`src/rtl/cbs_pkg.sv`:
```
package cbs_pkg;
   typedef enum logic [1:0] {
      ST_IDLE = 2'd0,
      ST_SORT = 2'd1,
      ST_PICK = 2'd2
   } seq_state_e;
endpackage

```
`src/rtl/cbs_level_calc.sv`:
```
// Derives the inserted-cell count from the reference and the voltage sum.
module cbs_level_calc #(
   parameter int N_CELLS = 16,
   parameter int VW      = 16,
   parameter int RW      = 24
) (
   input  logic [N_CELLS*VW-1:0]          cell_v,
   input  logic [RW-1:0]                  ref_v,
   output logic [$clog2(N_CELLS+1)-1:0]   level,
   output logic                           level_ok
);
   localparam int CW   = $clog2(N_CELLS+1);
   localparam int SW   = VW + CW;
   localparam int NUMW = RW + CW + 2;

   logic [SW-1:0]   sum_v;
   logic [NUMW-1:0] num_v, den_v, quot_v;

   always_comb begin
      sum_v = '0;
      for (int c = 0; c < N_CELLS; c++) begin
         sum_v = sum_v + SW'(cell_v[c*VW +: VW]);
      end
   end

   always_comb begin
      num_v    = NUMW'(ref_v) * NUMW'(2 * N_CELLS) + NUMW'(sum_v);
      den_v    = NUMW'({sum_v, 1'b0});
      level_ok = (sum_v != '0);
      quot_v   = level_ok ? (num_v / den_v) : '0;
      if (quot_v > NUMW'(N_CELLS)) level = CW'(N_CELLS);
      else                         level = quot_v[CW-1:0];
   end
endmodule

```
`src/rtl/cbs_rank_sorter.sv`:
```
// Odd-even transposition ranking: one compare phase per step.
module cbs_rank_sorter #(
   parameter int N_CELLS = 16,
   parameter int VW      = 16
) (
   input  logic                                  clk,
   input  logic                                  rst_n,
   input  logic                                  load,
   input  logic                                  step,
   input  logic                                  odd_phase,
   input  logic                                  desc,
   input  logic                                  check_en,
   input  logic [N_CELLS*VW-1:0]                 cells_in,
   output logic [N_CELLS*VW-1:0]                 rank_val,
   output logic [N_CELLS*$clog2(N_CELLS)-1:0]    rank_idx
);
   localparam int IW = $clog2(N_CELLS);

   logic [VW-1:0] val_q [N_CELLS];
   logic [IW-1:0] idx_q [N_CELLS];
   logic [VW-1:0] val_d [N_CELLS];
   logic [IW-1:0] idx_d [N_CELLS];
   logic [N_CELLS-2:0] swap;

   function automatic logic goes_first(input logic [VW-1:0] va, input logic [IW-1:0] ia,
                                       input logic [VW-1:0] vb, input logic [IW-1:0] ib,
                                       input logic dsc);
      if (va == vb) return ia < ib;
      return dsc ? (va > vb) : (va < vb);
   endfunction

   for (genvar k = 0; k < N_CELLS-1; k++) begin : g_cmp
      assign swap[k] = step && (odd_phase == 1'(k % 2)) &&
                       goes_first(val_q[k+1], idx_q[k+1], val_q[k], idx_q[k], desc);

      a_r4_ranked: assert property (@(posedge clk) disable iff (!rst_n)
         check_en |-> goes_first(val_q[k], idx_q[k], val_q[k+1], idx_q[k+1], desc));
   end

   for (genvar i = 0; i < N_CELLS; i++) begin : g_elem
      logic          from_up, from_dn;
      logic [VW-1:0] up_v, dn_v;
      logic [IW-1:0] up_i, dn_i;
      if (i < N_CELLS-1) begin : g_up
         assign from_up = swap[i];
         assign up_v    = val_q[i+1];
         assign up_i    = idx_q[i+1];
      end else begin : g_noup
         assign from_up = 1'b0;
         assign up_v    = '0;
         assign up_i    = '0;
      end
      if (i > 0) begin : g_dn
         assign from_dn = swap[i-1];
         assign dn_v    = val_q[i-1];
         assign dn_i    = idx_q[i-1];
      end else begin : g_nodn
         assign from_dn = 1'b0;
         assign dn_v    = '0;
         assign dn_i    = '0;
      end
      assign val_d[i] = from_up ? up_v : (from_dn ? dn_v : val_q[i]);
      assign idx_d[i] = from_up ? up_i : (from_dn ? dn_i : idx_q[i]);
      assign rank_val[i*VW +: VW] = val_q[i];
      assign rank_idx[i*IW +: IW] = idx_q[i];
   end

   always_ff @(posedge clk or negedge rst_n) begin
      if (!rst_n) begin
         for (int i = 0; i < N_CELLS; i++) begin
            val_q[i] <= '0;
            idx_q[i] <= IW'(i);
         end
      end else if (load) begin
         for (int i = 0; i < N_CELLS; i++) begin
            val_q[i] <= cells_in[i*VW +: VW];
            idx_q[i] <= IW'(i);
         end
      end else begin
         for (int i = 0; i < N_CELLS; i++) begin
            val_q[i] <= val_d[i];
            idx_q[i] <= idx_d[i];
         end
      end
   end
endmodule

```
`src/rtl/cbs_gate_pair.sv`:
```
// Complementary gate pair with a guard interval on every change.
module cbs_gate_pair #(
   parameter int DTW = 8
) (
   input  logic           clk,
   input  logic           rst_n,
   input  logic           want_on,
   input  logic           force_off,
   input  logic [DTW-1:0] dead_len,
   output logic           gate_hi,
   output logic           gate_lo
);
   logic [DTW-1:0] wait_q;
   logic [DTW:0]   off_run_q;

   always_ff @(posedge clk or negedge rst_n) begin
      if (!rst_n) begin
         gate_hi <= 1'b0;
         gate_lo <= 1'b0;
         wait_q  <= '0;
      end else if (force_off || (gate_hi && !want_on) || (gate_lo && want_on)) begin
         gate_hi <= 1'b0;
         gate_lo <= 1'b0;
         wait_q  <= '0;
      end else if (!gate_hi && !gate_lo) begin
         if (wait_q >= dead_len) begin
            gate_hi <= want_on;
            gate_lo <= !want_on;
            wait_q  <= '0;
         end else begin
            wait_q  <= wait_q + 1'b1;
         end
      end
   end

   // checker: length of the current both-off run
   always_ff @(posedge clk or negedge rst_n) begin
      if (!rst_n)                   off_run_q <= '0;
      else if (gate_hi || gate_lo)  off_run_q <= '0;
      else if (off_run_q != '1)     off_run_q <= off_run_q + 1'b1;
   end

   a_r1_no_overlap: assert property (@(posedge clk) disable iff (!rst_n)
      !(gate_hi && gate_lo));

   a_r7_dead_gap: assert property (@(posedge clk) disable iff (!rst_n)
      ($rose(gate_hi) || $rose(gate_lo)) |-> (off_run_q > {1'b0, dead_len}));
endmodule

```
`src/rtl/cell_balance_selector.sv`:
```
module cell_balance_selector
   import cbs_pkg::*;
#(
   parameter int N_CELLS = 16,
   parameter int VW      = 16,
   parameter int RW      = 24,
   parameter int IAW     = 16,
   parameter int DTW     = 8
) (
   input  logic                          clk,
   input  logic                          rst_n,
   input  logic                          start,
   input  logic [RW-1:0]                 arm_ref,
   input  logic signed [IAW-1:0]         arm_cur,
   input  logic [N_CELLS*VW-1:0]         v_cells,
   input  logic [DTW-1:0]                dead_cyc,
   input  logic                          trip,
   input  logic                          trip_clear,
   output logic [N_CELLS-1:0]            gate_hi,
   output logic [N_CELLS-1:0]            gate_lo,
   output logic [N_CELLS-1:0]            ins_mask,
   output logic [$clog2(N_CELLS+1)-1:0]  ins_count,
   output logic                          done
);
   localparam int IW = $clog2(N_CELLS);
   localparam int CW = $clog2(N_CELLS+1);

   if (N_CELLS < 2) begin : g_bad_n
      $error("N_CELLS must be at least 2");
   end
   if (RW < VW) begin : g_bad_rw
      $error("RW must not be narrower than VW");
   end

   seq_state_e         state_q;
   logic [CW-1:0]      pass_q;
   logic [RW-1:0]      ref_q;
   logic               desc_q;
   logic [N_CELLS-1:0] mask_q, pick_mask;
   logic [CW-1:0]      cnt_q, lvl, lvl_use, need, tally;
   logic               lvl_ok, done_q, trip_q, trip_any;
   logic [N_CELLS*VW-1:0] rank_val;
   logic [N_CELLS*IW-1:0] rank_idx;
   logic [IW-1:0]      sel;

   cbs_rank_sorter #(.N_CELLS(N_CELLS), .VW(VW)) u_sort (
      .clk       (clk),
      .rst_n     (rst_n),
      .load      (state_q == ST_IDLE && start),
      .step      (state_q == ST_SORT),
      .odd_phase (pass_q[0]),
      .desc      (desc_q),
      .check_en  (state_q == ST_PICK),
      .cells_in  (v_cells),
      .rank_val  (rank_val),
      .rank_idx  (rank_idx)
   );

   cbs_level_calc #(.N_CELLS(N_CELLS), .VW(VW), .RW(RW)) u_level (
      .cell_v   (rank_val),
      .ref_v    (ref_q),
      .level    (lvl),
      .level_ok (lvl_ok)
   );

   // sequencing
   always_ff @(posedge clk or negedge rst_n) begin
      if (!rst_n) begin
         state_q <= ST_IDLE;
         pass_q  <= '0;
         ref_q   <= '0;
         desc_q  <= 1'b0;
         mask_q  <= '0;
         cnt_q   <= '0;
         done_q  <= 1'b0;
      end else begin
         done_q <= 1'b0;
         unique case (state_q)
            ST_IDLE: if (start) begin
               ref_q   <= arm_ref;
               desc_q  <= (arm_cur > 0);
               pass_q  <= '0;
               state_q <= ST_SORT;
            end
            ST_SORT: begin
               if (pass_q == CW'(N_CELLS-1)) state_q <= ST_PICK;
               else                          pass_q  <= pass_q + 1'b1;
            end
            ST_PICK: begin
               mask_q  <= pick_mask;
               cnt_q   <= lvl_use;
               done_q  <= 1'b1;
               state_q <= ST_IDLE;
            end
            default: state_q <= ST_IDLE;
         endcase
      end
   end

   // incremental selection from the ranked list
   always_comb begin
      lvl_use   = lvl_ok ? lvl : cnt_q;
      pick_mask = mask_q;
      tally     = '0;
      need      = '0;
      sel       = '0;
      if (lvl_use > cnt_q) begin
         need = lvl_use - cnt_q;
         for (int k = 0; k < N_CELLS; k++) begin
            sel = rank_idx[k*IW +: IW];
            if (!pick_mask[sel] && tally < need) begin
               pick_mask[sel] = 1'b1;
               tally          = tally + 1'b1;
            end
         end
      end else if (lvl_use < cnt_q) begin
         need = cnt_q - lvl_use;
         for (int k = N_CELLS-1; k >= 0; k--) begin
            sel = rank_idx[k*IW +: IW];
            if (pick_mask[sel] && tally < need) begin
               pick_mask[sel] = 1'b0;
               tally          = tally + 1'b1;
            end
         end
      end
   end

   // trip latch
   always_ff @(posedge clk or negedge rst_n) begin
      if (!rst_n)          trip_q <= 1'b0;
      else if (trip)       trip_q <= 1'b1;
      else if (trip_clear) trip_q <= 1'b0;
   end
   assign trip_any = trip || trip_q;

   for (genvar c = 0; c < N_CELLS; c++) begin : g_cell
      cbs_gate_pair #(.DTW(DTW)) u_pair (
         .clk       (clk),
         .rst_n     (rst_n),
         .want_on   (mask_q[c]),
         .force_off (trip_any),
         .dead_len  (dead_cyc),
         .gate_hi   (gate_hi[c]),
         .gate_lo   (gate_lo[c])
      );
   end

   assign ins_mask  = mask_q;
   assign ins_count = cnt_q;
   assign done      = done_q;

   a_r2_count_limit: assert property (@(posedge clk) disable iff (!rst_n)
      cnt_q <= CW'(N_CELLS));

   a_r5_mask_matches_count: assert property (@(posedge clk) disable iff (!rst_n)
      $countones(mask_q) == int'(cnt_q));

   a_r3_zero_sum_hold: assert property (@(posedge clk) disable iff (!rst_n)
      (state_q == ST_PICK && !lvl_ok) |=> ($stable(mask_q) && $stable(cnt_q)));

   a_r6_done_single: assert property (@(posedge clk) disable iff (!rst_n)
      done |=> !done);

   a_r6_hold_between: assert property (@(posedge clk) disable iff (!rst_n)
      !done |-> ($stable(ins_mask) && $stable(ins_count)));

   a_r8_trip_off: assert property (@(posedge clk) disable iff (!rst_n)
      (trip || trip_q) |=> (gate_hi == '0 && gate_lo == '0));
endmodule

```
`config.mk`:
```
export PLATFORM = sky130hd
export DESIGN_NAME = cell_balance_selector
export DESIGN_NICKNAME = d
export VERILOG_FILES = /design/src/rtl/cbs_pkg.sv /design/src/rtl/cbs_level_calc.sv /design/src/rtl/cbs_rank_sorter.sv /design/src/rtl/cbs_gate_pair.sv /design/src/rtl/cell_balance_selector.sv
export SDC_FILE = /design/constraint.sdc
export NUM_CORES = 2
export LEC_CHECK = 0
export ABC_AREA = 1
export BUFFER_PORTS_ARGS = -buffer_cell sky130_fd_sc_hd__buf_4
export CORE_ASPECT_RATIO = 1.5
export CORE_UTILIZATION = 50
export CTS_CLUSTER_SIZE = 30
export DETAILED_ROUTE_END_ITERATION = 16
export PLACE_DENSITY = 0.64
export SETUP_SLACK_MARGIN = 0.4
export SYNTH_ARGS = -nofsm -noshare
export SYNTH_HDL_FRONTEND = slang
export SYNTH_SLANG_ARGS = --single-unit
```
`constraint.sdc`:
```
create_clock -name clk -period 356.9 [get_ports clk]
set_input_delay 53.535 -clock clk [delete_from_list [all_inputs] [get_ports clk]]
set_output_delay 53.535 -clock clk [all_outputs]
set_load 0.1 [all_outputs]
```
Yosys cells after proc, flatten, opt, wreduce, memory -nomap -nowiden
Index checks and enable logic that the tools add are counted.
{ "totals": {"ff_bits": 535, "wordCells": 1163, "in_bits": 309, "output_inout_bits": 54} }
{ "classes": {"n_eq_ne": 21, "n_lt_le_gt_ge": 129, "bitwise": 49, "n_mux": 528, "n_div": 1, "n_reduce_logical": 284, "n_addsub": 63} }
{ "ops": {"columns": ["cell", "count"], "rows": [
  ["16-bit 2-to-1 mux", 109],
  ["5-bit 2-to-1 mux", 77],
  ["8-bit 2-to-1 mux", 48],
  ["21-bit by 16-bit adder with 21-bit output", 14],
  ["16-bit AND", 16],
  ["256-bit 2-to-1 mux", 1],
  ["16-bit NOT", 16],
  ["16-bit OR", 16],
  ["16-bit equality test", 15],
  ["16-bit > comparator", 15],
  ["16-bit less-than comparator", 15],
  ["1-bit 2-to-1 mux", 209],
  ["5-bit less-than comparator", 31],
  ["5-bit by 1-bit adder with 5-bit output (second input constant)", 29],
  ["8-bit by 1-bit adder with 8-bit output (second input constant)", 16],
  ["1-bit binary-select mux with 4-bit select", 32],
  ["8-bit greater-or-equal comparator", 16],
  ["4-bit 2-to-1 mux", 30],
  ["1-bit logical AND", 114],
  ["4-bit by 5-bit less-than comparator with 1-bit output (second input constant)", 16],
  ["2-bit nonzero test", 37],
  ["1-bit demux with 4-bit select", 16],
  ["4-bit by 1-bit greater-or-equal comparator with 1-bit output (second input constant)", 16],
  ["1-bit logical NOT", 64],
  ["other kinds (25)", 107]
]} }

Logic depth before layout (Yosys ltp)
{ "logic_depth": {"ltp_word": 117, "ltp_mapped": 922} }

Modules after synthesis
From an unflattened synthesis, not the netlist that was laid out.
{ "hier_totals": {"cells_unflattened": 14846, "hier_area_um2": 93260.7} }
{ "modules_own_cells": {"columns": ["module", "area_each_um2", "instances", "cells_each", "seq_area_each_um2"], "rows": [
  ["cbs_level_calc", 30486.7, 1, 4823, 0.0],
  ["cbs_rank_sorter", 27091.0, 1, 3918, 8047.7],
  ["cell_balance_selector", 22690.5, 1, 4265, 1376.3],
  ["cbs_gate_pair", 812.0, 16, 115, 250.2]
]} }

Least setup slack after synthesis
No wires, ideal clock.
{ "synth_path": {"kind": "register to register", "startpoint": "reg u_sort.val_q, in the netlist u_sort.g_elem[0].up_v[0]", "endpoint": "reg mask_q[12] (netlist: ins_mask[12])", "slack_ns": 240.714, "path_stages_with_launch": 871, "t_arrival_ns": 116.070, "path_cell_list": "dfrtp_1 ha_1 inv_1 fa_1 o31ai_1 a21oi_1 o21bai_1 a21oi_1 o21bai_1 a21oi_1 o21ai_0 a221o_1 a21oi_1 o21ai_0 xor2_1 inv_1 fa_1 inv_1 [... 835 more ...] clkbuf_1 nor2_1 nand3_1 xor2_1 inv_1 ha_1 nand2_1 inv_1 nand4_1 nor3b_1 and2_1 clkbuf_1 clkbuf_1 a21oi_1 nor2_1 nor2_1 nand2_1 nand2_1"} }
{ "synth_between": {"elab_chain_cells": 117, "elab_cells_between_ends": 379, "classes_between": "add/sub: 46; div: 1; order compare: 35; mux: 217; bitwise: 30; reduce/logical: 50"} }
{ "synth_rtl": {"columns": ["item", "line", "source"], "rows": [
  ["start, declared", "cbs_rank_sorter.sv:19", "logic [VW-1:0] val_q [N_CELLS];"],
  ["start signal, assigned by index", "cbs_rank_sorter.sv:76", "val_q[i] <= cells_in[i*VW +: VW];"],
  ["start signal, assigned by index", "cbs_rank_sorter.sv:81", "val_q[i] <= val_d[i];"],
  ["16-bit by 16-bit adder with 17-bit output (*)", "cbs_level_calc.sv:22", "sum_v = sum_v + SW'(cell_v[c*VW +: VW]);"],
  ["21-bit by 16-bit adder with 21-bit output (*) (14 in a row)", "cbs_level_calc.sv:22", null],
  ["29-bit by 21-bit adder with 30-bit output", "cbs_level_calc.sv:27", "num_v = NUMW'(ref_v) * NUMW'(2 * N_CELLS) + NUMW'(sum_v);"],
  ["31-bit by 22-bit divider with 31-bit output", "cbs_level_calc.sv:30", "quot_v = level_ok ? (num_v / den_v) : '0;"],
  ["31-bit 2-to-1 mux", "cbs_level_calc.sv:30", null],
  ["31-bit by 5-bit > comparator with 1-bit output", "cbs_level_calc.sv:31", "if (quot_v > NUMW'(N_CELLS)) level = CW'(N_CELLS);"],
  ["5-bit 2-to-1 mux", "cbs_level_calc.sv:31", null],
  ["5-bit 2-to-1 mux (*)", "cell_balance_selector.sv:102", "lvl_use = lvl_ok ? lvl : cnt_q;"],
  ["net lvl_use[1]", "cell_balance_selector.sv:40", "logic [CW-1:0] cnt_q, lvl, lvl_use, need, tally;"],
  ["[... 88 more ...]", null, null],
  ["16-bit 2-to-1 mux", "cell_balance_selector.sv:116", "end else if (lvl_use < cnt_q) begin"],
  ["16-bit 2-to-1 mux", "cell_balance_selector.sv:107", "if (lvl_use > cnt_q) begin"],
  ["1-bit binary-select mux with 4-bit select", "cell_balance_selector.sv:120", "if (pick_mask[sel] && tally < need) begin"],
  ["1-bit 2-to-1 mux (not written as such)", "cell_balance_selector.sv:120", null],
  ["1-bit logical AND", "cell_balance_selector.sv:120", null],
  ["16-bit 2-to-1 mux", "cell_balance_selector.sv:120", null],
  ["16-bit 2-to-1 mux", "cell_balance_selector.sv:116", null],
  ["16-bit 2-to-1 mux", "cell_balance_selector.sv:107", null],
  ["end signal, assigned", "cell_balance_selector.sv:90", "mask_q <= pick_mask;"],
  ["end, declared", "cell_balance_selector.sv:39", "logic [N_CELLS-1:0] mask_q, pick_mask;"]
]} }
The timed path passes the listed nets; every way through them passes the cells marked *. The select of a mux whose other input is x is not followed.
A chain may end at the register's enable or synchronous reset.

==> results.cfg <==
[run_status]
status = finished, final reports clean

[clock_network]
cts_resized = 0
clockBufferDepth = 3
cts_setup_buffers = 0
clk_pin_slew_ns = 0.06
cts_inserted_buffers = 67
ctsHoldBuffers = 0
htreeDepth = 3
cts.sinks = 535
cts_root_buf = clkbuf_16
insertion_delay_ns = 0.74
cts_tree = done

[detailed_routing]
wl_per_cell_um = 21.5
drc = 0
viasPerCell = 5.78
via_count = 85864
drtIter0Drc = 6305
final_antenna_net_count = 0
wirelength_um = 319000
dr.pass1.iters = 9

[synth]
yosysUniqueCellTypes = 101
ys_seq_elements = 535
syn_inst = 12364
synthFlopType = dfrtp_1
ys_seq_area_frac = 0.161
syn_area_um2 = 83300
synth_edf_count = 0
syn_area_per_cell_um2 = 6.74
synthArstFlopShare = 1.00
yosysWarnings = 0

[worst_setup_path]
reg2reg_slack_ns = 217.41
cp_slowest_cell = a21oi_4
cp_data_required_time_ns = 357.48
crit_family = compound AO/OA/AOI/OAI gates
start_kind = flip-flop
reg2regPathDepth = 833
regToRegStartpoint = u_sort.g_elem[0].up_v[0]
crit_path_frequent_cell = nand2_1
critPathMaxStageDelay_ns = 0.73
crit_fanout = 36
r2r_end = ins_mask[7]
path_class = flip-flop to flip-flop
critPathBufInv = 201
endpoint_kind = flip-flop
critical_path_arrival_ns = 140.07

[finish]
mostFrequentLayoutCell = nand2_1
final_nets = 14130
area_growth_pct = 8.12
layout-drive-gt1-share = 0.104
final_cell_mix = nand2_1 (2587), inv_1 (2039), nor2_1 (1073)

[global_route]
grt_max_degree = 105
antenna_found_initial = 18
grt-ovfl-total = 0
first_global_vias = 84506
use_met1 = 0.415
use_met3 = 0.0497
grt-busiest-layer = met2
track_usage = 0.370
grt_pass1_wl_um = 483000
met2_usage = 0.646

[place]
port_buffers = 362
gp_congestion = 1.01
dp_hpwl_um = 259000

[floorplanning]
die_w_um = 335
io-pin-count = 363
initial_core_util = 0.503
fp-row-count = 183
die_h_um = 502
die_area_um2 = 168000
core_area_um2 = 166000

[job]
maxCapViolCount = 0

[timing]
slew_headroom = 0.149
final_max_slew_viol_count = 0
hold_viol_final = 0
tightest_slew_ns = 1.27
rsz0062_at_grt = no
setup_viol = 0
fin_skew_ns = 0.0579
finalCritPeriodShare = 0.391
period_needed_ns = 139.49
fin_setup_tns_ns = 0
max_freq_mhz = 7.17

[worst_hold_path]
hold_end = pass_q[4]
hp-start = pass_q[4]
min_delay_path_depth = 2
hold_class = flip-flop to flip-flop
[kinds of logic after synthesis]
logic type | count (synthesis) | synth area share
DFF | 535 | 0.161
xor gates and xnor gates | 473 | 0.0508
buffers and inverters | 2448 | 0.118
AOI/OAI and AO/OA | 2777 | 0.202
muxes | 8 | 0.000977
and+or+nand+nor | 4865 | 0.259
other | 1 | 0.0000450
adders and majority gates | 1257 | 0.208
[Yosys cell counts, types with 51 or more instances]
master	n	share of area
a211oi_1	92	0.0083
a21oi_1	676	0.041
a31oi_1	61	0.0046
buf_4	53	0.0048
clkbuf_1	213	0.0096
dfrtp_1	503	0.15
fa_1	209	0.050
ha_1	1048	0.16
inv_1	2041	0.092
nand2_1	2588	0.12
nand2_2	133	0.010
nand3_1	400	0.024
nand3_2	68	0.0082
nand4_1	144	0.011
nor2_1	1075	0.048
nor2_2	66	0.0050
nor3_1	89	0.0053
o211ai_1	199	0.018
o21a_1	54	0.0049
o21ai_0	957	0.058
o21ai_1	68	0.0041
o21bai_1	69	0.0062
o21bai_2	65	0.0088
o221ai_1	51	0.0054
o22ai_1	197	0.015
o31ai_1	52	0.0047
or2_2	114	0.0086
xnor2_1	117	0.012
xor2_1	344	0.036
[per-stage QoR]
| stage | utilization | setup slack (ns) | cells | area, µm² | hold slack (ns) |
|---|---|---|---|---|---|
| after CTS | 0.544 | 219.50 | 14834 | 90000 | 0.494 |
| after detailed placement | 0.530 | 220.19 | 14715 | 87700 | 0.477 |
| after global placement | 0.530 | 224.07 | 14715 | 87700 | 0.468 |
| after floorplan | - | 240.71 | 12368 | 83300 | 0.452 |
| final | 0.544 | 217.41 | 14847 | 90000 | 0.494 |
| after global routing | 0.544 | 202.57 | 14836 | 90000 | 0.509 |
[worst register-to-register path, delay by kind of cell, from the launching register on]
kind / cells / cell delay [ns]
buffers and inverters: 188 / 21.07
and+or+nand+nor: 287 / 40.41
DFF: 1 / 0.42
adders and majority gates: 54 / 17.97
AOI/OAI and AO/OA: 291 / 56.29
xor gates and xnor gates: 13 / 3.04
[sequential cells by signal, indices dropped and copies added (netlist names), 12 cells and up]
register               cells
u_sort.g_elem.dn_v        48
u_sort.g_elem.up_i        52
g_cell.u_pair.gate_hi     16
g_cell.u_pair.gate_lo     16
g_cell.u_pair.wait_q     128
ref_q                     24
u_sort.g_elem.dn_i        12
ins_mask                  16
u_sort.g_elem.up_v       208
[routing by layer]
metal,vias up,part of all wire
li1,41147,-
met1,40417,0.38
met2,3260,0.48
met3,1028,0.060
met4,12,0.079
met5,-,0.00026
[worst max-delay path by stage]
stage,startpoint,end,depth (start not counted)
6_report,u_sort.g_elem[0].up_v[0],ins_mask[7],893
5_1_grt,u_sort.g_elem[0].up_v[0],ins_mask[4],891
4_1_cts,u_sort.g_elem[0].up_v[0],ins_mask[7],893
3_5_place_dp,u_sort.g_elem[0].up_v[0],ins_mask[7],922
3_3_place_gp,u_sort.g_elem[0].up_v[0],ins_mask[7],1171
2_1_floorplan,u_sort.g_elem[0].up_v[0],ins_mask[12],1175
[final cells by class]
type	count	area, µm²
flip-flops and latches	535	13400
clock inverters	24	359
repair buffers	452	3400
well taps	2220	2780
fillers	16735	75500
multi-input cells	9385	60100
clock buffers	95	1920
diodes	13	32.5
inverters	2123	8030
Power is not shown: default switching activity piles up to over one toggle a cycle in this logic, so the estimate is an artifact.
